===== src/rtl/tenc_pkg.sv =====
package tenc_pkg;
  localparam int NUM_COLS_D = 4;
  localparam int COL_W_D    = 64;
endpackage


===== src/rtl/tenc_rst_sync.sv =====
module tenc_rst_sync (
  input  logic clk,
  input  logic rst_n,
  output logic rst_n_s
);
  logic s1_q;
  logic s1_d;
  logic s2_d;

  always_comb begin
    s1_d = 1'b1;
    s2_d = s1_q;
  end

  always_ff @(posedge clk or negedge rst_n) begin
    if (!rst_n) begin
      s1_q    <= 1'b0;
      rst_n_s <= 1'b0;
    end else begin
      s1_q    <= s1_d;
      rst_n_s <= s2_d;
    end
  end
endmodule


===== src/rtl/tenc_col.sv =====
module tenc_col #(
  parameter int COL_W = tenc_pkg::COL_W_D
) (
  input  logic                     clk,
  input  logic                     rst_n,
  input  logic [COL_W-1:0]         bits_i,
  output logic                     occ_o,
  output logic [$clog2(COL_W)-1:0] fine_o
);
  localparam int FINE_W = $clog2(COL_W);

  logic              occ_d;
  logic [FINE_W-1:0] fine_d;

  // highest set bit wins; no bubble correction
  always_comb begin
    fine_d = '0;
    for (int i = 0; i < COL_W; i++) begin
      if (bits_i[i]) fine_d = FINE_W'(i);
    end
    occ_d = |bits_i;
  end

  // column latch tracks on the falling edge
  always_ff @(negedge clk or negedge rst_n) begin
    if (!rst_n) begin
      occ_o  <= 1'b0;
      fine_o <= '0;
    end else begin
      occ_o  <= occ_d;
      fine_o <= fine_d;
    end
  end

  // at the rising edge the capture register still holds the latched source
  AST_COL_BIT_SET: assert property (@(posedge clk) disable iff (!rst_n)
    occ_o |-> bits_i[fine_o]);
  AST_COL_NOTHING_ABOVE: assert property (@(posedge clk) disable iff (!rst_n)
    occ_o |-> ((bits_i >> fine_o) == COL_W'(1)));
  AST_COL_EMPTY: assert property (@(posedge clk) disable iff (!rst_n)
    !occ_o |-> (bits_i == '0));
endmodule


===== src/rtl/tenc_merge.sv =====
module tenc_merge #(
  parameter int NUM_COLS = tenc_pkg::NUM_COLS_D,
  parameter int FINE_W   = $clog2(tenc_pkg::COL_W_D)
) (
  input  logic [NUM_COLS-1:0]                    occ_i,
  input  logic [NUM_COLS*FINE_W-1:0]             fine_i,
  output logic [$clog2(NUM_COLS)+FINE_W-1:0]     code_o
);
  localparam int IDX_W = $clog2(NUM_COLS);

  logic [IDX_W-1:0] sel;
  logic             hit;

  // slot 0 is the top column; lowest occupied slot is chosen
  always_comb begin
    sel = '0;
    hit = 1'b0;
    for (int k = NUM_COLS - 1; k >= 0; k--) begin
      if (occ_i[k]) begin
        sel = IDX_W'(k);
        hit = 1'b1;
      end
    end
    if (hit) code_o = {IDX_W'(NUM_COLS - 1) - sel, fine_i[sel*FINE_W +: FINE_W]};
    else     code_o = '0;
  end
endmodule


===== src/rtl/therm_seg_encoder.sv =====
module therm_seg_encoder #(
  parameter int NUM_COLS = tenc_pkg::NUM_COLS_D,
  parameter int COL_W    = tenc_pkg::COL_W_D
) (
  input  logic                                     clk,
  input  logic                                     rst_n,
  input  logic [NUM_COLS*COL_W-1:0]                therm_i,
  input  logic                                     msb_inv_i,
  input  logic                                     lsb_inv_i,
  input  logic                                     rdy_inv_i,
  output logic [$clog2(NUM_COLS)+$clog2(COL_W)-1:0] code_o,
  output logic                                     ovr_o,
  output logic                                     rdy_o
);
  localparam int THERM_W = NUM_COLS * COL_W;
  localparam int FINE_W  = $clog2(COL_W);
  localparam int IDX_W   = $clog2(NUM_COLS);
  localparam int CODE_W  = IDX_W + FINE_W;

  logic                       rst_n_s;
  logic [THERM_W-1:0]         cap_q;
  logic                       vcap_q;
  logic [NUM_COLS-1:0]        occ_q;
  logic [NUM_COLS*FINE_W-1:0] fine_q;
  logic                       ovr_q;
  logic                       vcol_q;
  logic [CODE_W-1:0]          merged;
  logic [CODE_W-1:0]          inv_mask;
  logic [CODE_W-1:0]          code_d;
  logic                       ovr_d;
  logic                       rdy_d;
  logic                       ovr_lat_d;

  tenc_rst_sync i_rst_sync (
    .clk     (clk),
    .rst_n   (rst_n),
    .rst_n_s (rst_n_s)
  );

  // stage 1: capture on the rising edge
  always_ff @(posedge clk or negedge rst_n_s) begin
    if (!rst_n_s) begin
      cap_q  <= '0;
      vcap_q <= 1'b0;
    end else begin
      cap_q  <= therm_i;
      vcap_q <= 1'b1;
    end
  end

  // stage 2: per-column encode, latched on the falling edge
  for (genvar k = 0; k < NUM_COLS; k++) begin : g_col
    tenc_col #(.COL_W(COL_W)) i_col (
      .clk    (clk),
      .rst_n  (rst_n_s),
      .bits_i (cap_q[(NUM_COLS-1-k)*COL_W +: COL_W]),
      .occ_o  (occ_q[k]),
      .fine_o (fine_q[k*FINE_W +: FINE_W])
    );
  end

  always_comb ovr_lat_d = &cap_q;

  always_ff @(negedge clk or negedge rst_n_s) begin
    if (!rst_n_s) begin
      ovr_q  <= 1'b0;
      vcol_q <= 1'b0;
    end else begin
      ovr_q  <= ovr_lat_d;
      vcol_q <= vcap_q;
    end
  end

  // stage 3: merge, invert, saturate, register
  tenc_merge #(.NUM_COLS(NUM_COLS), .FINE_W(FINE_W)) i_merge (
    .occ_i  (occ_q),
    .fine_i (fine_q),
    .code_o (merged)
  );

  always_comb begin
    inv_mask = {msb_inv_i, {(CODE_W-1){lsb_inv_i}}};
    code_d   = ovr_q ? {CODE_W{1'b1}} : (merged ^ inv_mask);
    ovr_d    = ovr_q;
    rdy_d    = vcol_q ^ rdy_inv_i;
  end

  always_ff @(posedge clk or negedge rst_n_s) begin
    if (!rst_n_s) begin
      code_o <= '0;
      ovr_o  <= 1'b0;
      rdy_o  <= 1'b0;
    end else begin
      code_o <= code_d;
      ovr_o  <= ovr_d;
      rdy_o  <= rdy_d;
    end
  end

  AST_OVR_SATURATES: assert property (@(posedge clk) disable iff (!rst_n_s)
    ovr_o |-> (code_o == {CODE_W{1'b1}}));
  AST_TOP_COLUMN_MSBS: assert property (@(posedge clk) disable iff (!rst_n_s)
    (occ_q[0] && !ovr_q && !msb_inv_i && !lsb_inv_i)
    |=> (code_o == {{IDX_W{1'b1}}, $past(fine_q[FINE_W-1:0])}));
  AST_MSB_INV_ONLY_TOP: assert property (@(posedge clk) disable iff (!rst_n_s)
    (!ovr_q && msb_inv_i && !lsb_inv_i && !occ_q[0] && !occ_q[1])
    |=> code_o[CODE_W-1]);
endmodule


===== config.mk =====
export PLATFORM = sky130hd
export DESIGN_NAME = therm_seg_encoder
export DESIGN_NICKNAME = d
export VERILOG_FILES = /design/src/rtl/tenc_pkg.sv /design/src/rtl/tenc_rst_sync.sv /design/src/rtl/tenc_col.sv /design/src/rtl/tenc_merge.sv /design/src/rtl/therm_seg_encoder.sv
export SDC_FILE = /design/constraint.sdc
export NUM_CORES = 1
export LEC_CHECK = 0
export BUFFER_PORTS_ARGS = -buffer_cell sky130_fd_sc_hd__buf_2
export CAP_MARGIN = 20
export CORE_ASPECT_RATIO = 0.7
export CORE_MARGIN = 4
export CORE_UTILIZATION = 45
export CTS_BUF_LIST = sky130_fd_sc_hd__clkbuf_8
export CTS_CLUSTER_SIZE = 40
export DETAILED_ROUTE_END_ITERATION = 12
export GPL_TIMING_DRIVEN = 0
export PLACE_DENSITY = 0.78
export SETUP_SLACK_MARGIN = 0.05
export SLEW_MARGIN = 20
export SYNTH_ARGS = -nofsm -noshare
export SYNTH_HDL_FRONTEND = slang
export SYNTH_SLANG_ARGS = --single-unit
export TNS_END_PERCENT = 1

===== constraint.sdc =====
create_clock -name clk -period 13.95 [get_ports clk]
set_clock_uncertainty 0.2 [all_clocks]
set_input_delay 2.0925 -clock clk [delete_from_list [all_inputs] [get_ports clk]]
set_output_delay 2.0925 -clock clk [all_outputs]
set_load 0.005 [all_outputs]

==> results of run 1 <==
## per-layer routing
layer / track usage (%) / vias up
met1: 34.1 / 4624
met4: 6.08 / 2
met2: 33.4 / 590
li1: - / 4364
met3: 6.34 / 65
met5: 0 / -
## final timing paths
check / endpoint / slack, ns / cells after the start / from
worst min-delay path: cap_q[38] / 0.08 / 0 / i_rst_sync.rst_n_s
worst min register to register: cap_q[38] / 0.08 / 0 / i_rst_sync.rst_n_s
worst max register to register: g_col[3].i_col.occ_o / 4.51 / 4 / cap_q[28]
worst max-delay path: g_col[3].i_col.occ_o / 4.51 / 4 / cap_q[28]
max in group asynchronous: g_col[1].i_col.fine_o[3] / 5.62 / 2 / i_rst_sync.rst_n_s
min in group clk: i_rst_sync.rst_n_s / 0.15 / 0 / i_rst_sync.s1_q
## cells by family after synthesis
group | Yosys count | share of synthesized area, %
compound gates | 188 | 11.0
simple gates | 430 | 20.3
xor+xnor | 2 | 0.153
flops | 299 | 65.2
other cells | 1 | 0.0327
mux | 12 | 1.70
buf+inv | 46 | 1.51
## cell type report
cell class              count  area share, %
multi-input cells         634           26.8
well taps                 325           2.85
clock inverters            24           1.05
inverters                  46           1.21
flip-flops and latches    299           52.5
repair buffers            275           10.4
clock buffers              53           5.12
## power breakdown
group | switching, uW | total [uW] | internal [uW]
registers | 54.5 | 965 | 910
logic | 55.2 | 108 | 52.9
clock network | 322 | 703 | 380
total | 432 | 1780 | 1340
## registers in the layout, indices dropped and copies added, names as in the netlist
name,cells
vcol_q,1
i_rst_sync.s1_q,1
i_rst_sync.rst_n_s,1
g_col.i_col.occ_o,4
ovr_d,1
vcap_q,1
code_o,8
cap_q,256
rdy_o,1
g_col.i_col.fine_o,24
ovr_o,1
## metrics by stage
step,hold WS (ns),cells,cell area [um^2],total power (uW),utilization [%]
final,0.0839,1656,14300,1780,57.3
after detailed placement,0.0878,1579,13400,1090,53.8
after floorplan,0.131,979,11500,1010,-
after CTS,0.0946,1656,14300,1800,57.3
after global routing,0.121,1656,14300,1850,57.3
after global placement,0.133,1574,13200,1080,53.2
## layout by cell type, fill, tap and decap left out, types with 6 or more instances in the layout
cell type  count
and3_1         6
dfrtn_1       30
nor4_1        81
o31ai_1       19
o21bai_1      13
mux2i_1        6
or3_1          9
or4_1         19
nor3_1        21
a31oi_1        7
dfrtp_1      268
nand4_1       77
a211oi_1      13
o21ai_0       32
nor2b_1       21
nand2b_1      16
buf_2        270
nand3_1       19
a2111oi_0     14
a21oi_1       38
nand2_1       35
clkbuf_8      53
nor2_1       109
inv_1         60
mux4_2         6
o21ai_1       15
==> flow_summary.toml, run 1 <==
[run_status]
run_status = "finished, final reports clean"

[floorplan]
die_h_um = 142
start_util_pct = 46.1
placementRows = 48
core_um2 = 24900
die-width_um = 199
boundaryPins = 271
die_area_um2 = 28100

[yosys]
ys_seq_area_share_pct = 65.2
netlist_instances = 978
synthFlopType = "dfrtp_1"
ys_types = 54
yosys-top-cells-area = "dfrtp_1 (59%), dfrtn_1 (6.5%), nor4_1 (4.4%)"
ys_seq_elements = 299
synth_top_area_share_pct = 58.7
synth_area_leader_cell = "dfrtp_1"
synthArstFlopShare_pct = 100
syn_avg_cell_area_um2 = 11.7
ys_warn_count = 0
synth_edf_count = 0
synthTopCellsByCount = "dfrtp_1 (269), nor2_1 (109), nor4_1 (81)"
yosysMostFrequentCell = "dfrtp_1"
syn_area_um2 = 11500

[route]
ant_nets = 0
wl_met3_um = 3470
top_layer_used = "met5"
post-route-drc-count = 0
drtIter0Drc = 897
drt_pass1_iterations = 9
wl_met2_um = 14100
routed_wl_um = 33100
viasPerCell = 5.82
wl_per_cell_um = 20.0
vias = 9645
wl_met1_um = 14800

[timing]
fin_ws_ns = 4.51
hold_viol = 0
timing.slew.headroom_pct = 45.9
maxSlewViolCount = 0
worstMarginPinSlew_ns = 0.791
setup_viol = 0
rsz0062_at_grt = "no"
final.setup.tns_ns = 0

[setup_path]
end_kind = "flop"
cp_slowest_stage_delay_ns = 0.61
worstPathRequired_ns = 7.11
critPathLaunchType = "flop"
cp_max_fo = 6
crit_path_cell_trace = "or4_1, nor4b_1, and3_1, nand4_1"
crit_slowest_cell = "or4_1"
crit_buf_inv = 0
worst_ep_arrival_time_ns = 2.60
path_delay_family = "simple AND/OR/NAND/NOR gates"
critical_path_class = "reg2reg"

[cells_and_area]
syn_to_final_growth_pct = 24.3
nFillCells = 2091
multi_input_area_um2 = 3820
layout-drive-gt1-share_pct = 26.4
nets = 1562
seq_area_um2 = 7490
antenna_cells = 0

[clock_network]
hold_buffers = 0
clock_latency_ns = 0.57
ctsResizeCount = 0
clk_pin_slew_worst_paths_ns = 0.07
htree_levels = 2
cts.sinks = 299
clockBufferDepth = 3
cts_tree = "yes"
post_cts_buffers = 0
cts_root_buffer = "clkbuf_8"
numCtsBuffers = 45

[grt]
grt_pass1_vias = 9269
gr-total-overflow = 0
grtUsageTotal_pct = 22.9
grt_pass1_wl_um = 49900
antenna_found_initial = 2
grt_max_degree = 60

[placement]
routabilityCongestion = 0.941
dp_slack_ns = 4.60
numPortBuffers = 270
dp_hpwl_um = 25300

[pwr]
ir_worst_vdd_v = 0.000108
leakagePower_uw = 0.00612
power_density_nw_per_um2 = 125

[flow_run]
drv_cap = 0

[worst_hold_path]
hp-class = "reg2async"
Power figures use the tool's default switching activity.
==> run 2, diff against run 1 <==
==> constraint.sdc (replaced) <==
create_clock -name clk -period 9.7 [get_ports clk]
set_clock_uncertainty 0.2 [all_clocks]
set_input_delay 1.455 -clock clk [delete_from_list [all_inputs] [get_ports clk]]
set_output_delay 1.455 -clock clk [all_outputs]
set_load 0.005 [all_outputs]
==> run 2 against run 1 <==
Effect of this change: design area rose by 0.81%; critical path depth increased by 1; die area stayed put; wire length rose by 1.1%; first-iteration DRC count shrank 15%; clock power rose by 61%; flip-flop and latch count did not move; sequential share of layout area shrank 0.42 points; sequential power up 44%; total power increased by 51%; register-to-register slack lost 2.2 ns; core utilization rose by 0.46 points.
==> flow_summary.toml, run 2 (synthesis results as in run 1) <==
[grt]
gr-total-overflow = 0
grt_max_degree = 66
grtUsageTotal_pct = 23.5
antenna_found_initial = 4
grt_pass1_vias = 9595
grt_pass1_wl_um = 51800

[placement]
routabilityCongestion = 0.921
dp_hpwl_um = 25400
numPortBuffers = 270
dp_cells = 1579

[floorplan]
boundaryPins = 271
placementRows = 48
die-width_um = 199
die_area_um2 = 28100
core_um2 = 24900
start_util_pct = 46.1
die_h_um = 142

[clock_network]
cts.sinks = 299
clk_pin_slew_worst_paths_ns = 0.06
ctsResizeCount = 0
numCtsBuffers = 45
clockBufferDepth = 3
cts_root_buffer = "clkbuf_8"
post_cts_buffers = 0
htree_levels = 2
cts_tree = "yes"
hold_buffers = 0
clock_latency_ns = 0.57

[pwr]
p_switching_uw = 636
finalPower_uw = 2670
combinationalPowerShare_pct = 5.7
p_int_uw = 2040
switching_share_pct = 23.8
power_density_nw_per_um2 = 186
pwr-share-seq_pct = 51.9
leakagePower_uw = 0.00616
power_frac_clock_pct = 42.3
ir_worst_vdd_v = 0.000178

[timing]
setup_viol = 0
timing.slew.headroom_pct = 34.6
worstMarginPinSlew_ns = 0.957
timing.hold.ws_ns = 0.166
final.setup.tns_ns = 0
maxSlewViolCount = 0
rsz0062_at_grt = "no"
hold_viol = 0

[cells_and_area]
layout-drive-gt1-share_pct = 27.0
nFillCells = 2061
final_cells = 1661
nets = 1562
regMostFlops = "cap_q"
top_regs = "cap_q (256), g_col.i_col.fine_o (24), code_o (8)"
layout_commonest_cell = "buf_2"
largest_reg_flops = 256
syn_to_final_growth_pct = 25.3
finalCoreUtilization_pct = 57.8
most-common-layout-cells = "buf_2 (270), dfrtp_1 (268), nor2_1 (109)"

[setup_path]
worstPathRequired_ns = 4.96
cp_max_fo = 5
critical_path_class = "reg2reg"
worst_ep_arrival_time_ns = 2.63
end_kind = "flop"
critPathLaunchType = "flop"

[worst_hold_path]
hp-class = "reg2reg"

[run_status]
run_status = "finished, final reports clean"

[route]
routed_wl_um = 33500
vias = 9582
ant_nets = 0
drt_pass1_iterations = 6
post-route-drc-count = 0
drtIter0Drc = 764
viasPerCell = 5.77
wl_per_cell_um = 20.1

[flow_run]
drv_cap = 0
[run 2: cell type report]
cell class | count | area (um^2) | area share (%)
diodes | 1 | 2.50 | 0.0174
clock buffers | 56 | 771 | 5.36
clock inverters | 25 | 236 | 1.65
inverters | 46 | 173 | 1.20
multi-input cells | 634 | 3820 | 26.6
flip-flops and latches | 299 | 7490 | 52.1
well taps | 325 | 407 | 2.83
repair buffers | 275 | 1470 | 10.3
[run 2: through the flow]
step | area, um^2 | worst slack, ns
2_1_floorplan | 11500 | 1.80
3_3_place_gp | 13200 | 0.960
3_5_place_dp | 13400 | 2.42
4_1_cts | 14400 | 2.32
5_1_grt | 14400 | 2.18
6_report | 14400 | 2.33
[run 2: final timing paths]
path                       slack (ns)                  endpoint                from  cells after the start
max in group asynchronous        3.31  g_col[1].i_col.fine_o[0]  i_rst_sync.rst_n_s                      2
hold reg to reg                  0.17        i_rst_sync.rst_n_s     i_rst_sync.s1_q                      0
setup reg to reg                 2.33  g_col[2].i_col.fine_o[0]          cap_q[112]                      5
setup / recovery                 2.33  g_col[2].i_col.fine_o[0]          cap_q[112]                      5
min in group asynchronous        0.19                cap_q[202]  i_rst_sync.rst_n_s                      0
hold / removal                   0.17        i_rst_sync.rst_n_s     i_rst_sync.s1_q                      0
[run 2: worst max-delay path: stages, from the launching register on]
cell       delay, ns
dfrtp_1         0.43
inv_2           0.04
a2111oi_0       0.78
a211oi_1        0.16
a2111oi_0       0.44
o211ai_1        0.22
[run 2: power by group through the flow]
stage                     combinational (uW)  sequential, uW  clock, uW
after floorplan                         55.1            1400          0
after global placement                   125            1420          0
after detailed placement                 153            1410          0
after CTS                                155            1390       1160
after global routing                     172            1400       1230
final                                    154            1390       1130
[run 2: per-layer routing]
layer  track usage (%)  vias to the layer above  wire length (um)
li1                  -                     4365                 -
met1              35.8                     4616             15000
met2              33.0                      512             14000
met3              6.79                       83              3500
met4              6.76                        6               881
met5                 0                        -                38
==> run 3, diff against run 2 <==
--- a/config.mk
+++ b/config.mk
@@ -14,7 +14,7 @@
 export CTS_CLUSTER_SIZE = 40
 export DETAILED_ROUTE_END_ITERATION = 12
 export GPL_TIMING_DRIVEN = 0
-export PLACE_DENSITY = 0.78
+export PLACE_DENSITY = 0.8
 export SETUP_SLACK_MARGIN = 0.05
 export SLEW_MARGIN = 20
 export SYNTH_ARGS = -nofsm -noshare
==> constraint.sdc (replaced) <==
create_clock -name clk -period 6.4 [get_ports clk]
set_clock_uncertainty 0.2 [all_clocks]
set_input_delay 0.96 -clock clk [delete_from_list [all_inputs] [get_ports clk]]
set_output_delay 0.96 -clock clk [all_outputs]
set_load 0.005 [all_outputs]
==> run 3 against run 2 <==
Effect of this change: combinational power is 55% higher; first-iteration DRC count shrank 6.3%; global-route usage is 0.42 points lower; critical path depth stayed put; sequential power up 51%.
==> flow_summary.toml, run 3 (synthesis results as in run 1) <==
[cells_and_area]
layout-drive-gt1-share_pct = 26.9
regMostFlops = "cap_q"
layout_commonest_cell = "buf_2"
largest_reg_flops = 256
nFillCells = 2093
syn_to_final_growth_pct = 25.0
nets = 1562
top_regs = "cap_q (256), g_col.i_col.fine_o (24), code_o (8)"
most-common-layout-cells = "buf_2 (270), dfrtp_1 (268), nor2_1 (109)"
finalCoreUtilization_pct = 57.6

[setup_path]
crit_path_frequent_cell = "a2111oi_0"
critical_path_class = "reg2reg"
critPathLaunch = "cap_q[112]"
critPathLaunchType = "flop"
end_kind = "flop"
worst_ep_arrival_time_ns = 2.65
timing.rr.start = "cap_q[112]"
cp_max_fo = 5
worstPathRequired_ns = 3.30
cp_slowest_stage_delay_ns = 0.70
crit_slowest_cell = "a2111oi_0"
crit_path_cell_trace = "inv_2, a2111oi_0, a211oi_1, a2111oi_0, o211ai_1"

[placement]
numPortBuffers = 270
routabilityCongestion = 0.958
dp_hpwl_um = 25300

[run_status]
run_status = "finished, final reports clean"

[timing]
hold_viol = 0
worstMarginPinSlew_ns = 0.806
timing.hold.ws_ns = 0.0121
timing.slew.headroom_pct = 44.8
setup_viol = 0
final.setup.tns_ns = 0
rsz0062_at_grt = "no"
maxSlewViolCount = 0

[route]
wl_per_cell_um = 19.9
drtIter0Drc = 716
viasPerCell = 5.73
routed_wl_um = 33100
ant_nets = 0
vias = 9502
drt_pass1_iterations = 5
post-route-drc-count = 0

[grt]
grt_pass1_vias = 9459
grt_max_degree = 61
grtUsageTotal_pct = 23.1
antenna_found_initial = 1
gr-total-overflow = 0
grt_pass1_wl_um = 50700

[flow_run]
drv_cap = 0

[pwr]
p_switching_uw = 953
switching_share_pct = 24.0
pwr-share-seq_pct = 53.0
combinationalPowerShare_pct = 6.0
power_frac_clock_pct = 40.9
ir_worst_vdd_v = 0.000167
p_int_uw = 3010
leakagePower_uw = 0.00614
power_density_nw_per_um2 = 277

[clock_network]
htree_levels = 2
clk_pin_slew_worst_paths_ns = 0.07
cts_root_buffer = "clkbuf_8"
cts_tree = "yes"
numCtsBuffers = 43
clockBufferDepth = 3
ctsResizeCount = 0
hold_buffers = 1
clock_latency_ns = 0.56
cts.sinks = 299
post_cts_buffers = 0

[floorplan]
die-width_um = 199
die_h_um = 142
die_area_um2 = 28100
placementRows = 48
boundaryPins = 271
core_um2 = 24900
start_util_pct = 46.1

[worst_hold_path]
hp-class = "reg2async"
[run 3: cell count changes in the layout (fill, tap and decap cells not counted), sizes merged]
| cell | before | now |
|---|---|---|
| dlygate4sd3 | 0 | 1 |
| buf | 275 | 276 |
| bufinv | 5 | 4 |
| clkinv | 7 | 8 |
| clkbuf | 56 | 53 |
| inv | 58 | 56 |
[run 3: path summary, 6_finish.rpt]
kind / endpoint / slack (ns) / cells past startpoint
setup / recovery: g_col[2].i_col.fine_o[0] / 0.65 / 5
hold / removal: cap_q[126] / 0.01 / 0
setup reg to reg: g_col[2].i_col.fine_o[0] / 0.65 / 5
hold reg to reg: cap_q[126] / 0.01 / 0
max in group asynchronous: vcol_q / 1.77 / 3
min in group clk: i_rst_sync.rst_n_s / 0.16 / 0
[run 3: per-layer routing]
layer,wire length (um),global-route usage [%]
met1,14800,34.8
met3,3530,6.36
met5,0,0
met4,619,6.19
met2,14100,33.3
[run 3: cell type report]
class                   instances  area [um^2]  area share [%]
diodes                          1         2.50          0.0175
well taps                     325          407            2.84
flip-flops and latches        299         7490            52.2
repair buffers                277         1510            10.5
clock buffers                  53          729            5.09
clock inverters                23          204            1.42
multi-input cells             634         3820            26.6
inverters                      46          173            1.20
[run 3: worst max-delay path: cells and delay by family (launching register included)]
kind / cells / cell delay (ns)
flip-flops: 1 / 0.43
buffers and inverters: 1 / 0.04
AO/OA/AOI/OAI: 4 / 1.63
[run 3: metrics by stage]
stage / total power, uW / instances / setup slack [ns] / instance area (um^2)
after global routing: 4130 / 1658 / 0.533 / 14300
after global placement: 2350 / 1574 / -0.700 / 13200
final: 3960 / 1658 / 0.650 / 14300
after CTS: 4000 / 1657 / 0.611 / 14300
after floorplan: 2200 / 979 / 0.152 / 11500
after detailed placement: 2370 / 1580 / 0.665 / 13400
[run 3: power groups by stage]
stage / sequential, uW / clock [uW] / combinational [uW]
floorplan: 2120 / 0 / 83.5
global placement: 2160 / 0 / 189
detailed placement: 2130 / 0 / 239
CTS: 2100 / 1660 / 242
global route: 2110 / 1750 / 269
finish: 2100 / 1620 / 239
